$ cat src/rtl/cfgl_pkg.sv
package cfgl_pkg;
  localparam logic [7:0] FILL_BYTE = 8'hFF;
  localparam logic [7:0] PRE_BYTE  = 8'hF2;
  localparam int         LEN_BYTES = 3;

  typedef enum logic [2:0] {
    HS_FILL,
    HS_PRE,
    HS_LEN,
    HS_TAIL,
    HS_BODY
  } hdr_state_t;
endpackage

$ cat src/rtl/cfgl_arm.sv
module cfgl_arm #(
  parameter int OSC_WAIT = 2
) (
  input  logic clk,
  input  logic rst,
  input  logic init_i,
  input  logic osc_tick_i,
  output logic armed_o,
  output logic arm_pulse_o
);
  localparam int CW = $clog2(OSC_WAIT + 1);
  localparam logic [CW-1:0] LAST = CW'(OSC_WAIT - 1);

  logic [CW-1:0] tick_q;
  logic          armed_q;
  logic          tick_seen;

  assign tick_seen   = init_i && osc_tick_i && !armed_q;
  assign arm_pulse_o = tick_seen && (tick_q == LAST);
  assign armed_o     = armed_q;

  always_ff @(posedge clk) begin
    if (rst) begin
      tick_q  <= '0;
      armed_q <= 1'b0;
    end else if (arm_pulse_o) begin
      armed_q <= 1'b1;
    end else if (tick_seen) begin
      tick_q <= tick_q + 1'b1;
    end
  end
endmodule

$ cat src/rtl/cfgl_hdr.sv
module cfgl_hdr
  import cfgl_pkg::*;
(
  input  logic        clk,
  input  logic        rst,
  input  logic        armed_i,
  input  logic        vld_i,
  input  logic [7:0]  byte_i,
  output logic        body_o,
  output logic        bad_o,
  output logic [23:0] len_o
);
  hdr_state_t st_q;
  logic [1:0] cnt_q;
  logic       take;

  assign take   = armed_i && vld_i;
  assign body_o = (st_q == HS_BODY);
  assign bad_o  = take && (st_q == HS_TAIL) && (byte_i != FILL_BYTE);

  always_ff @(posedge clk) begin
    if (rst) begin
      st_q  <= HS_FILL;
      cnt_q <= '0;
      len_o <= '0;
    end else if (take) begin
      case (st_q)
        HS_FILL: if (byte_i == FILL_BYTE) st_q <= HS_PRE;
        HS_PRE:  st_q <= (byte_i == PRE_BYTE) ? HS_LEN : HS_FILL;
        HS_LEN: begin
          len_o <= {len_o[15:0], byte_i};
          if (cnt_q == 2'(LEN_BYTES - 1)) begin
            cnt_q <= '0;
            st_q  <= HS_TAIL;
          end else begin
            cnt_q <= cnt_q + 1'b1;
          end
        end
        HS_TAIL: st_q <= HS_BODY;
        default: st_q <= HS_BODY;
      endcase
    end
  end
endmodule

$ cat src/rtl/cfgl_frame.sv
module cfgl_frame #(
  parameter int         FRAMES          = 4,
  parameter int         BYTES_PER_FRAME = 8,
  parameter logic [7:0] FRAME_HEAD      = 8'h3C,
  parameter logic [7:0] FRAME_TAIL      = 8'hC3,
  localparam int        DEPTH           = FRAMES * BYTES_PER_FRAME,
  localparam int        ADDR_W          = $clog2(DEPTH)
) (
  input  logic              clk,
  input  logic              rst,
  input  logic              body_i,
  input  logic              vld_i,
  input  logic              sel_i,
  input  logic [7:0]        byte_i,
  input  logic [ADDR_W-1:0] rd_addr_i,
  output logic [7:0]        rd_data_o,
  output logic              full_o,
  output logic              wr_last_o,
  output logic              bad_o
);
  localparam int POS_W = $clog2(BYTES_PER_FRAME);
  localparam logic [POS_W-1:0]  POS_LAST  = POS_W'(BYTES_PER_FRAME - 1);
  localparam logic [ADDR_W-1:0] ADDR_LAST = ADDR_W'(DEPTH - 1);

  logic [7:0]        mem_q [DEPTH];
  logic [ADDR_W-1:0] wr_addr_q;
  logic [POS_W-1:0]  pos_q;
  logic              full_q;
  logic              accept;
  logic              head_bad;
  logic              tail_bad;

  assign accept    = body_i && vld_i && sel_i && !full_q;
  assign wr_last_o = accept && (wr_addr_q == ADDR_LAST);
  assign head_bad  = (pos_q == '0) && (byte_i != FRAME_HEAD);
  assign tail_bad  = (pos_q == POS_LAST) && (byte_i != FRAME_TAIL);
  assign bad_o     = accept && (head_bad || tail_bad);
  assign full_o    = full_q;
  assign rd_data_o = mem_q[rd_addr_i];

  always_ff @(posedge clk) begin
    if (accept) mem_q[wr_addr_q] <= byte_i;
  end

  always_ff @(posedge clk) begin
    if (rst) begin
      wr_addr_q <= '0;
      pos_q     <= '0;
      full_q    <= 1'b0;
    end else if (accept) begin
      wr_addr_q <= wr_addr_q + 1'b1;
      pos_q     <= (pos_q == POS_LAST) ? '0 : pos_q + 1'b1;
      if (wr_last_o) full_q <= 1'b1;
    end
  end
endmodule

$ cat src/rtl/cfgl_startup.sv
module cfgl_startup #(
  parameter int STARTUP_CLKS = 5
) (
  input  logic clk,
  input  logic rst,
  input  logic full_i,
  input  logic err_i,
  input  logic done_line_i,
  output logic done_o,
  output logic user_en_o
);
  localparam int CW = $clog2(STARTUP_CLKS + 1);
  localparam logic [CW-1:0] LAST = CW'(STARTUP_CLKS - 1);

  logic [CW-1:0] cnt_q;
  logic          done_q;
  logic          uen_q;

  assign done_o    = done_q;
  assign user_en_o = uen_q;

  always_ff @(posedge clk) begin
    if (rst) begin
      cnt_q  <= '0;
      done_q <= 1'b0;
      uen_q  <= 1'b0;
    end else begin
      if (full_i && !done_q) begin
        if (cnt_q == LAST) begin
          if (!err_i) done_q <= 1'b1;
        end else begin
          cnt_q <= cnt_q + 1'b1;
        end
      end
      if (done_q && done_line_i) uen_q <= 1'b1;
    end
  end
endmodule

$ cat src/rtl/cfgl_loader.sv
module cfgl_loader #(
  parameter int         FRAMES          = 4,
  parameter int         BYTES_PER_FRAME = 8,
  parameter logic [7:0] FRAME_HEAD      = 8'h3C,
  parameter logic [7:0] FRAME_TAIL      = 8'hC3,
  parameter int         STARTUP_CLKS    = 5,
  parameter int         OSC_WAIT        = 2,
  localparam int        ADDR_W          = $clog2(FRAMES * BYTES_PER_FRAME)
) (
  input  logic              clk,
  input  logic              rst,
  input  logic              init_i,
  input  logic              osc_tick_i,
  input  logic              sel_i,
  input  logic              bus_vld_i,
  input  logic [7:0]        bus_byte_i,
  input  logic [ADDR_W-1:0] rd_addr_i,
  output logic [7:0]        rd_data_o,
  output logic [23:0]       hdr_len_o,
  output logic              pass_o,
  output logic              cfg_err_o,
  output logic              done_o,
  input  logic              done_line_i,
  output logic              user_en_o
);
  logic armed_w;
  logic arm_pulse_w;
  logic body_w;
  logic hdr_bad_w;
  logic full_w;
  logic wr_last_w;
  logic frm_bad_w;
  logic pass_q;
  logic err_q;

  cfgl_arm #(.OSC_WAIT(OSC_WAIT)) u_arm (
    .clk(clk), .rst(rst), .init_i(init_i), .osc_tick_i(osc_tick_i),
    .armed_o(armed_w), .arm_pulse_o(arm_pulse_w)
  );

  cfgl_hdr u_hdr (
    .clk(clk), .rst(rst), .armed_i(armed_w), .vld_i(bus_vld_i),
    .byte_i(bus_byte_i), .body_o(body_w), .bad_o(hdr_bad_w), .len_o(hdr_len_o)
  );

  cfgl_frame #(
    .FRAMES(FRAMES), .BYTES_PER_FRAME(BYTES_PER_FRAME),
    .FRAME_HEAD(FRAME_HEAD), .FRAME_TAIL(FRAME_TAIL)
  ) u_frame (
    .clk(clk), .rst(rst), .body_i(body_w), .vld_i(bus_vld_i), .sel_i(sel_i),
    .byte_i(bus_byte_i), .rd_addr_i(rd_addr_i), .rd_data_o(rd_data_o),
    .full_o(full_w), .wr_last_o(wr_last_w), .bad_o(frm_bad_w)
  );

  cfgl_startup #(.STARTUP_CLKS(STARTUP_CLKS)) u_start (
    .clk(clk), .rst(rst), .full_i(full_w), .err_i(err_q),
    .done_line_i(done_line_i), .done_o(done_o), .user_en_o(user_en_o)
  );

  always_ff @(posedge clk) begin
    if (rst) begin
      pass_q <= 1'b1;
      err_q  <= 1'b0;
    end else begin
      if (arm_pulse_w) pass_q <= 1'b0;
      if (wr_last_w)   pass_q <= 1'b1;
      if (hdr_bad_w || frm_bad_w) err_q <= 1'b1;
    end
  end

  assign pass_o    = pass_q;
  assign cfg_err_o = err_q;
endmodule

$ cat config.mk
export PLATFORM = sky130hd
export DESIGN_NAME = cfgl_loader
export DESIGN_NICKNAME = d
export VERILOG_FILES = /design/src/rtl/cfgl_pkg.sv /design/src/rtl/cfgl_arm.sv /design/src/rtl/cfgl_hdr.sv /design/src/rtl/cfgl_frame.sv /design/src/rtl/cfgl_startup.sv /design/src/rtl/cfgl_loader.sv
export SDC_FILE = /design/constraint.sdc
export NUM_CORES = 1
export LEC_CHECK = 0
export CORE_UTILIZATION = 64
export CTS_BUF_LIST = sky130_fd_sc_hd__clkbuf_4 sky130_fd_sc_hd__clkbuf_8 sky130_fd_sc_hd__clkbuf_16
export DETAILED_ROUTE_END_ITERATION = 8
export PLACE_DENSITY = 0.88
export SLEW_MARGIN = 20
export SYNTH_ARGS = -nofsm -noshare
export SYNTH_HDL_FRONTEND = slang
export SYNTH_HIERARCHICAL = 1
export SYNTH_SLANG_ARGS = --single-unit
$ cat constraint.sdc
create_clock -name clk -period 3.45 [get_ports clk]
set_input_delay 0.345 -clock clk [delete_from_list [all_inputs] [get_ports clk]]
set_output_delay 0.345 -clock clk [all_outputs]
set_load 0.02 [all_outputs]
==> results_dict.tcl <==
set metrics [dict create \
    holdPathStages 2 \
    dp_hpwl_mm 17.0 \
    hold_buffers 0 \
    critPathArrivalTime_ns 2.88 \
    placementRows 49 \
    maxCapViolations 0 \
    crit_family "multiplexers" \
    cts_inserted_buffers 29 \
    grt_max_degree 56 \
    nFillCells 928 \
    cp_cell_sequence "mux4_2 > mux4_2 > mux2_2 > clkdlybuf4s50_1" \
    synthArstFlopShare 0 \
    path_max_fanout 1 \
    run_status "finished with violations" \
    clk_path_buf_depth 3 \
    grt_overflow 0 \
    clock_latency_ns 0.56 \
    grt.total_usage 0.304 \
    hold-path-endpoint "u_hdr/st_q[2]$_SDFFE_PP0P_" \
    wl_per_cell_microns 28.2 \
    vias 6741 \
    cpPeakStageDelay_ns 0.55 \
    fmax_mhz 310 \
    p_per_area_nw_per_um2 538 \
    fin_tns_setup_ns 0 \
    synthCells 669 \
    hold_viol_final 0 \
    diodes 0 \
    violations "DRC" \
    setup_viol 0 \
    yosysTopAreaCell "edfxtp_1" \
    yosysSeqAreaShare 0.721 \
    synth_top_area_share 0.641 \
    postCtsSetupBuffers 0 \
    clk_pin_slew_ns 0.06 \
    r2r_start "u_hdr/st_q[0]$_SDFFE_PP0P_" \
    peakVddDrop_mv 0.400 \
    syn_to_final_growth_pct 16.2 \
    dieArea_sq_um 19300 \
    synth-main-ff-cell "edfxtp_1" \
    path_buf_inv 1 \
    viasPerCell 6.66 \
    synthTopCellsByCount "edfxtp_1 (256), mux4_2 (80), nand2_1 (73)" \
    drt_iter0_drc 784 \
    die_h_microns 139 \
    yosys_warnings 6 \
    htree_levels 1 \
    antenna_found_initial 1 \
    antenna_left 0 \
    layout.nets 791 \
    clock_sinks 304 \
    hold_class "input pin to flip-flop" \
    synthTopCellsByArea "edfxtp_1 (64%), mux4_2 (15%), dfxtp_1 (8.0%)" \
    start_util 0.661 \
    cts_tree "yes" \
    worst_setup_path_end_kind "primary output" \
    cp_data_required_time_ns 3.11 \
    p_leak_nw 4.50 \
    r2r_slack_ns 0.84 \
    synthesis.nets 700 \
    finClkSkew_ns 0.0285 \
    drv_slew 0 \
    place.gp.congestion 0.826 \
    port_buffers 55 \
    r2r-end "u_frame/mem_q[29][6]$_DFFE_PP_" \
    hold-worst-slack_ns 0.427 \
    rsz0062_at_grt "false" \
    reg2reg_depth 5 \
    core_sq_um 18100 \
    period_share 0.935 \
    num_io_pins 56 \
    grt_pass1_wl_mm 42.0 \
    fin_crit_ns 3.23 \
    synth_area_sq_um 12000 \
    ys_ff_latch 304 \
    hp-start "rst" \
    max_slew_margin 0.390 \
    drc 2 \
    postRouteWirelength_mm 28.6 \
    synthMostInstantiatedCell "edfxtp_1" \
    post_cts_resize_count 0 \
    synth_edf_count 256 \
    dr.pass1.iters 9 \
    grt_pass1_vias 6808 \
    layout-drive-gt1-share 0.239 \
    root_buffer "clkbuf_16" \
    worst_pin_slew_ns 0.914 \
    syn_area_per_cell_sq_um 17.9 \
    die_x_microns 139 \
    crit_type "flip-flop to primary output" \
    cpMostUsedCell "mux4_2" \
    slowest_stage "clkdlybuf4s50_1" \
    synth.distinct_cells 47 \
    startpoint_type "flip-flop" \
]
## layout make-up
class,instances,area [sq um],share of cell area
Clock inverter,13,97.6,0.00700
Sequential cell,304,8650,0.620
Inverter,11,41.3,0.00296
Timing Repair Buffer,93,873,0.0626
Tap cell,229,287,0.0205
Clock buffer,41,858,0.0615
Multi-Input combinational cell,321,3140,0.225
## flip-flops by register name (all words and copies together) (netlist names)
signal             cells
u_arm/armed_o          1
u_start/user_en_o      1
u_arm/tick_q           2
u_hdr/cnt_q            2
cfg_err_o              1
u_start/cnt_q          3
u_frame/full_o         1
u_hdr/len_o           24
u_frame/wr_addr_q      5
pass_o                 1
u_frame/mem_q        256
u_start/done_o         1
u_hdr/st_q             3
u_frame/pos_q          3
## cells by family after synthesis
kind of cell             share of synthesized area
AND/OR/NAND/NOR                             0.0654
buffers and inverters                       0.0174
AO/OA/AOI/OAI                               0.0236
multiplexers                                 0.162
flip-flops                                   0.721
adder cells (fa/ha/maj)                     0.0115
## report_power, final
group	internal, W	switching [W]
registers	0.00398	0.00000197
logic	0.000167	0.000202
clock network	0.00181	0.00134
## metrics by stage
stage           util  cell area (sq um)  setup WS (ns)  power [W]  instances
2_1_floorplan      -              12000          0.965    0.00425        669
3_3_place_gp   0.716              13000          0.380    0.00440        958
3_5_place_dp   0.716              13000          0.352    0.00442        958
4_1_cts        0.769              13900          0.227    0.00751       1012
5_1_grt        0.769              13900          0.189    0.00765       1012
6_report       0.769              13900          0.223    0.00750       1012
## per-layer routing
metal | global-route usage | part of all wire | vias up
met5 | 0 | 0 | -
met1 | 0.414 | 0.37 | 3398
met2 | 0.490 | 0.49 | 469
met3 | 0.0580 | 0.10 | 73
li1 | - | - | 2801
met4 | 0.129 | 0.039 | 0
## how the worst max path moves through the flow
stage                              startpoint            to  slack (ns)  cells after the start
6_report       u_frame/mem_q[22][4]$_DFFE_PP_  rd_data_o[4]        0.22                      4
5_1_grt        u_frame/mem_q[22][4]$_DFFE_PP_  rd_data_o[4]        0.19                      4
4_1_cts        u_frame/mem_q[22][4]$_DFFE_PP_  rd_data_o[4]        0.23                      4
3_5_place_dp                     rd_addr_i[2]  rd_data_o[7]        0.35                      6
3_3_place_gp                     rd_addr_i[2]  rd_data_o[1]        0.38                      6
2_1_floorplan                    rd_addr_i[2]  rd_data_o[0]        0.97                      5
## worst register-to-register path: stages (launching register included)
cell     delay [ns]
dfxtp_1        0.39
nor2_1         0.17
and2_1         0.16
and4b_1        0.43
nand2_1        0.33
nor2_1         0.73
## layout by cell type (no fill, tap or decap), types with 6 or more instances in the layout
| master | count |
|---|---|
| edfxtp_1 | 256 |
| mux4_2 | 80 |
| nand2_1 | 73 |
| clkdlybuf4s50_1 | 52 |
| nor2_1 | 51 |
| dfxtp_1 | 48 |
| a21oi_1 | 38 |
| buf_4 | 35 |
| clkbuf_16 | 30 |
| inv_1 | 11 |
| ha_1 | 11 |
| mux2_2 | 8 |
| clkinv_2 | 7 |
| clkbuf_4 | 7 |
| or3_1 | 6 |
(Power assumes the default switching activity.)
